## src/rtl/sadd_pkg.sv

```systemverilog
package sadd_pkg;

    localparam int WORD_W = 32;

    typedef enum logic [1:0] {
        MODE_ONE_WIDE    = 2'b00,
        MODE_TWO_WIDE    = 2'b01,
        MODE_FOUR_NARROW = 2'b10,
        MODE_RESERVED    = 2'b11
    } lane_mode_e;

    // Bits covered by nlanes lanes of width w, each starting at a slot boundary.
    function automatic logic [WORD_W-1:0] lane_bits(int nlanes, int w);
        logic [WORD_W-1:0] m;
        m = '0;
        for (int k = 0; k < 4; k++) begin
            for (int j = 0; j < WORD_W; j++) begin
                if (k < nlanes && j < w) m[k*(WORD_W/nlanes) + j] = 1'b1;
            end
        end
        return m;
    endfunction

    // Lowest bit of every lane.
    function automatic logic [WORD_W-1:0] lane_starts(int nlanes);
        logic [WORD_W-1:0] m;
        m = '0;
        for (int k = 0; k < 4; k++) begin
            if (k < nlanes) m[k*(WORD_W/nlanes)] = 1'b1;
        end
        return m;
    endfunction

    // Top bit of every lane.
    function automatic logic [WORD_W-1:0] lane_tops(int nlanes, int w);
        logic [WORD_W-1:0] m;
        m = '0;
        for (int k = 0; k < 4; k++) begin
            if (k < nlanes) m[k*(WORD_W/nlanes) + w - 1] = 1'b1;
        end
        return m;
    endfunction

endpackage

```

## src/rtl/sadd_mode_decode.sv

```systemverilog
module sadd_mode_decode
    import sadd_pkg::*;
#(
    parameter int WIDE_W   = 11,
    parameter int NARROW_W = 5
) (
    input  logic [1:0]        mode_i,
    output logic [WORD_W-1:0] active_o,
    output logic [WORD_W-1:0] start_o,
    output logic [WORD_W-1:0] pts_o
);
    localparam logic [WORD_W-1:0] ACT_ONE  = lane_bits(1, WIDE_W);
    localparam logic [WORD_W-1:0] ACT_TWO  = lane_bits(2, WIDE_W);
    localparam logic [WORD_W-1:0] ACT_FOUR = lane_bits(4, NARROW_W);
    localparam logic [WORD_W-1:0] ST_ONE   = lane_starts(1);
    localparam logic [WORD_W-1:0] ST_TWO   = lane_starts(2);
    localparam logic [WORD_W-1:0] ST_FOUR  = lane_starts(4);
    localparam logic [WORD_W-1:0] BIT0     = {{(WORD_W-1){1'b0}}, 1'b1};
    localparam logic [WORD_W-1:0] PT_ONE   = (ST_ONE  & ~BIT0) | lane_tops(1, WIDE_W);
    localparam logic [WORD_W-1:0] PT_TWO   = (ST_TWO  & ~BIT0) | lane_tops(2, WIDE_W);
    localparam logic [WORD_W-1:0] PT_FOUR  = (ST_FOUR & ~BIT0) | lane_tops(4, NARROW_W);

    lane_mode_e mode_q;
    assign mode_q = lane_mode_e'(mode_i);

    always_comb begin
        unique case (mode_q)
            MODE_ONE_WIDE:    begin active_o = ACT_ONE;  start_o = ST_ONE;  pts_o = PT_ONE;  end
            MODE_TWO_WIDE:    begin active_o = ACT_TWO;  start_o = ST_TWO;  pts_o = PT_TWO;  end
            MODE_FOUR_NARROW: begin active_o = ACT_FOUR; start_o = ST_FOUR; pts_o = PT_FOUR; end
            MODE_RESERVED:    begin active_o = '0;       start_o = '0;      pts_o = '0;      end
            default:          begin active_o = '0;       start_o = '0;      pts_o = '0;      end
        endcase
    end

    // Break points only ever sit on live lane bits.
    always_comb begin
        p_pts_in_lane_r6: assert ((pts_o & ~active_o) == '0)
            else $error("break point outside an active lane");
        p_start_in_lane_r6: assert ((start_o & ~active_o) == '0)
            else $error("lane start outside an active lane");
    end
endmodule

```

## src/rtl/sadd_lane_chain.sv

```systemverilog
module sadd_lane_chain
    import sadd_pkg::*;
#(
    parameter logic [WORD_W-1:0] SKIP = '0
) (
    input  logic [WORD_W-1:0] a_i,
    input  logic [WORD_W-1:0] b_i,
    input  logic [WORD_W-1:0] active_i,
    input  logic [WORD_W-1:0] start_i,
    output logic [WORD_W-1:0] sum_o
);
    logic [WORD_W-1:0] cy;
    assign cy[0] = 1'b0;

    for (genvar i = 0; i < WORD_W; i++) begin : g_bit
        if (SKIP[i]) begin : g_blank
            logic unused_bits;
            assign unused_bits = a_i[i] ^ b_i[i] ^ active_i[i] ^ start_i[i];
            assign sum_o[i] = 1'b0;
            if (i < WORD_W - 1) begin : g_cz
                assign cy[i+1] = 1'b0;
            end
        end else begin : g_cell
            logic cin;
            assign cin = start_i[i] ? 1'b0 : cy[i];
            assign sum_o[i] = active_i[i] & (a_i[i] ^ b_i[i] ^ cin);
            if (i < WORD_W - 1) begin : g_co
                assign cy[i+1] = (a_i[i] & b_i[i]) | (cin & (a_i[i] ^ b_i[i]));
            end
        end
    end

    always_comb begin
        p_pad_zero_r4: assert ((sum_o & ~active_i) == '0)
            else $error("padding sum bit nonzero");
        p_blank_zero_r7: assert ((sum_o & SKIP) == '0)
            else $error("permanently blank sum bit nonzero");
    end
endmodule

```

## src/rtl/sadd_padded_lanes.sv

```systemverilog
module sadd_padded_lanes
    import sadd_pkg::*;
#(
    parameter int WIDE_W   = 11,
    parameter int NARROW_W = 5
) (
    input  logic [31:0] a_word,
    input  logic [31:0] b_word,
    input  logic [1:0]  lane_mode,
    output logic [31:0] sum_word,
    output logic [31:0] break_pts,
    output logic [31:0] blank_mask
);
    localparam logic [WORD_W-1:0] USED =
        lane_bits(1, WIDE_W) | lane_bits(2, WIDE_W) | lane_bits(4, NARROW_W);
    localparam logic [WORD_W-1:0] BLANK = ~USED;
    localparam int HALF = WORD_W / 2;
    localparam int QTR  = WORD_W / 4;

    logic [WORD_W-1:0] active_m;
    logic [WORD_W-1:0] start_m;

    sadd_mode_decode #(.WIDE_W(WIDE_W), .NARROW_W(NARROW_W)) u_dec (
        .mode_i   (lane_mode),
        .active_o (active_m),
        .start_o  (start_m),
        .pts_o    (break_pts)
    );

    sadd_lane_chain #(.SKIP(BLANK)) u_chain (
        .a_i      (a_word),
        .b_i      (b_word),
        .active_i (active_m),
        .start_i  (start_m),
        .sum_o    (sum_word)
    );

    assign blank_mask = BLANK;

    always_comb begin
        if (lane_mode == 2'b00) begin
            p_one_wide_r1: assert (sum_word[0 +: WIDE_W] == WIDE_W'(a_word[0 +: WIDE_W] + b_word[0 +: WIDE_W]))
                else $error("wide lane sum wrong");
        end
        if (lane_mode == 2'b01) begin
            p_two_wide_r2: assert (sum_word[HALF +: WIDE_W] == WIDE_W'(a_word[HALF +: WIDE_W] + b_word[HALF +: WIDE_W]))
                else $error("upper wide lane sum wrong");
        end
        if (lane_mode == 2'b10) begin
            p_narrow_lo_r3: assert (sum_word[QTR +: NARROW_W] == NARROW_W'(a_word[QTR +: NARROW_W] + b_word[QTR +: NARROW_W]))
                else $error("narrow lane sum wrong");
            p_narrow_hi_r3: assert (sum_word[3*QTR +: NARROW_W] == NARROW_W'(a_word[3*QTR +: NARROW_W] + b_word[3*QTR +: NARROW_W]))
                else $error("top narrow lane sum wrong");
        end
        if (lane_mode == 2'b11) begin
            p_reserved_zero_r5: assert (sum_word == '0 && break_pts == '0)
                else $error("reserved mode not quiet");
        end
    end
endmodule

```

## config.mk

```make
export PLATFORM = sky130hd
export DESIGN_NAME = sadd_padded_lanes
export DESIGN_NICKNAME = d
export VERILOG_FILES = /design/src/rtl/sadd_pkg.sv /design/src/rtl/sadd_mode_decode.sv /design/src/rtl/sadd_lane_chain.sv /design/src/rtl/sadd_padded_lanes.sv
export SDC_FILE = /design/constraint.sdc
export NUM_CORES = 1
export LEC_CHECK = 0
export ABC_AREA = 1
export CORE_MARGIN = 5
export CORE_UTILIZATION = 31
export DETAILED_ROUTE_END_ITERATION = 10
export PLACE_DENSITY_LB_ADDON = 0.25
export SETUP_SLACK_MARGIN = 0.3
export SYNTH_ARGS = -nofsm -noshare
export SYNTH_HDL_FRONTEND = slang
export SYNTH_SLANG_ARGS = --single-unit
```

## constraint.sdc

```tcl
create_clock -name vclk -period 14.4
set_input_delay 2.88 -clock vclk [all_inputs]
set_output_delay 2.88 -clock vclk [all_outputs]
set_load 0.01 [all_outputs]
```

==> results.sh <==
export IMPL_yosysWarnings=0
export IMPL_grt_start_max_net_pins=12
export IMPL_synth_area_mux_share=0
export IMPL_rsz0062_at_grt="no"
export IMPL_clockBufferCount=0
export IMPL_drv_cap=0
export IMPL_wirelength_um=3220
export IMPL_start_util=0.322
export IMPL_cts_setup_buffers=0
export IMPL_required_ns=11.52
export IMPL_synthXorXnorAreaFrac=0
export IMPL_overflow=0
export IMPL_finalWorstSetupSlack_ns=2.79
export IMPL_die_x_um=77.7
export IMPL_setup_viol=0
export IMPL_drc_errors=0
export IMPL_portBuffers=89
export IMPL_grt_pass1_wl_um=5020
export IMPL_cp_end_kind="output port"
export IMPL_tns_ns=0
export IMPL_finalHoldViolations=0
export IMPL_seq_area_um2=0
export IMPL_fmax_ghz=0.0862
export IMPL_vias=1139
export IMPL_p_leak_uw=0.00115
export IMPL_pre_cts_slack_ns=2.75
export IMPL_antennaDiodeCount=0
export IMPL_vias_per_cell=3.46
export IMPL_synth_area_per_cell_um2=7.25
export IMPL_synthSimpleGateAreaFrac=0.114
export IMPL_synthAdderAreaFrac=0.363
export IMPL_place_area_um2=2100
export IMPL_whs_path_depth=5
export IMPL_syn_to_final_growth_pct=47.7
export IMPL_antenna_found_initial=0
export IMPL_netSwitchingFraction=0.461
export IMPL_critPathMaxFanout=2
export IMPL_netlist_area_um2=1420
export IMPL_intPower_uw=41.6
export IMPL_num_rows=24
export IMPL_maxSlewViolCount=0
export IMPL_crit_arrival_ns=8.73
export IMPL_power_density_nw_per_um2=36.8
export IMPL_die_y_um=77.7
export IMPL_ys_types=13
export IMPL_pwr_share_seq=0
export IMPL_drtPass1Iterations=3
export IMPL_p_comb_frac=1.000
export IMPL_seq_cells=0
export IMPL_min_period_ns=11.61
export IMPL_grt_usage=0.0957
export IMPL_multiInputGateArea_um2=916
export IMPL_post_route_util=0.475
export IMPL_fin_crit_sh=0.806
export IMPL_ys_seq_area_frac=0
export IMPL_fin_area_um2=2100
export IMPL_yosys_top_cells_area="buf_4 35%, fa_1 31%, inv_1 16%"
export IMPL_synthesis_instances=196
export IMPL_p_sw_uw=35.6
export IMPL_status="finished clean"
export IMPL_synth_top_area_frac=0.349
export IMPL_hold_class="input pin to output port"
export IMPL_drive_above_1_share=0.0181
export IMPL_worstHoldStart="b_word[8]"
export IMPL_synth_top_family_by_area="buffers and inverters"
export IMPL_grt_pass1_vias=1114
export IMPL_die_area_um2=6030
export IMPL_peakVddDrop_v=0.0000145
export IMPL_nFillCells=450
export IMPL_yosysTopAreaCell="buf_4"
export IMPL_ant_nets=0
export IMPL_worstSetupPathType="input pin to output port"
export IMPL_core_area_um2=4410
export IMPL_postCtsHoldBufs=0
export IMPL_io_pins=162
export IMPL_cts_resized=0
export IMPL_nets=373
export IMPL_power_frac_clock=0
export IMPL_drt_initial_drc_count=9
export IMPL_synth_compound_area_frac=0.00705
export IMPL_cp_start_kind="input pin"
export IMPL_gp_congestion=0.707
export IMPL_dp_hpwl_um=3030
export IMPL_hold_end="sum_word[8]"
export IMPL_wl_per_cell_um=9.78
-- worst max path at each step --
stage,startpoint,end
global route,a_word[16],sum_word[28]
finish,a_word[16],sum_word[28]
floorplan,a_word[16],sum_word[28]
CTS,a_word[16],sum_word[28]
detailed placement,a_word[16],sum_word[28]
global placement,a_word[16],sum_word[28]
-- synth_stat cells, drive strengths merged --
| library cell | number |
|---|---|
| nand3 | 2 |
| buf | 67 |
| nand2 | 8 |
| fa | 22 |
| ha | 6 |
| inv | 60 |
| nor2 | 25 |
| or2 | 2 |
| a21oi | 2 |
| conb | 2 |
-- logic make-up after synthesis --
kind of cell             Yosys count
adder cells (fa/ha/maj)           28
buffers and inverters            127
AO/OA/AOI/OAI                      2
AND/OR/NAND/NOR                   37
other                              2
-- stage by stage --
stage	instances	power [uW]	hold slack, ns
global placement	329	77.2	6.88
floorplan	255	49.6	5.96
detailed placement	329	77.8	6.89
global route	329	86.1	6.92
CTS	329	78.3	6.89
finish	329	77.2	6.88
-- area by class of cell --
cell class | count | share of cell area
repair buffers | 89 | 0.425
well taps | 52 | 0.0310
inverters | 60 | 0.107
multi-input cells | 128 | 0.437
-- layer usage --
layer  GRT usage  wire length [um]  up-vias  share of wire
met5           0                 0        -              0
li1            -                 -      568              -
met4           0                 0        0              0
met1       0.126              1170      489           0.36
met2       0.169              1530       82           0.48
met3      0.0231               518        0           0.16
-- critical path: stages --
cell	delay (ns)
clkdlybuf4s50_1	0.47
ha_1	0.15
inv_1	0.05
fa_1	0.35
inv_1	0.08
fa_1	0.16
inv_1	0.05
fa_1	0.37
fa_1	0.38
fa_1	0.38
fa_1	0.39
fa_1	0.36
or2_2	0.31
fa_1	0.38
fa_1	0.39
fa_1	0.40
fa_1	0.38
inv_1	0.09
a21oi_1	0.05
nor2_1	0.10
clkdlybuf4s50_1	0.55
-- power groups by stage --
| stage | clock network (uW) | registers [uW] | logic (uW) |
|---|---|---|---|
| 6_report | 0 | 0 | 77.2 |
| 5_1_grt | 0 | 0 | 86.1 |
| 4_1_cts | 0 | 0 | 78.3 |
| 3_5_place_dp | 0 | 0 | 77.8 |
| 3_3_place_gp | 0 | 0 | 77.2 |
| 2_1_floorplan | 0 | 0 | 49.6 |
-- cells in the final DEF (no fill, tap or decap), types with 2 or more instances in the layout --
cell / instances
nor2_1: 25
nand3_2: 2
ha_1: 6
clkdlybuf4s50_1: 89
inv_1: 60
a21oi_1: 2
fa_1: 22
conb_1: 61
nand2_2: 2
nand2_1: 6
(Power assumes the default switching activity.)
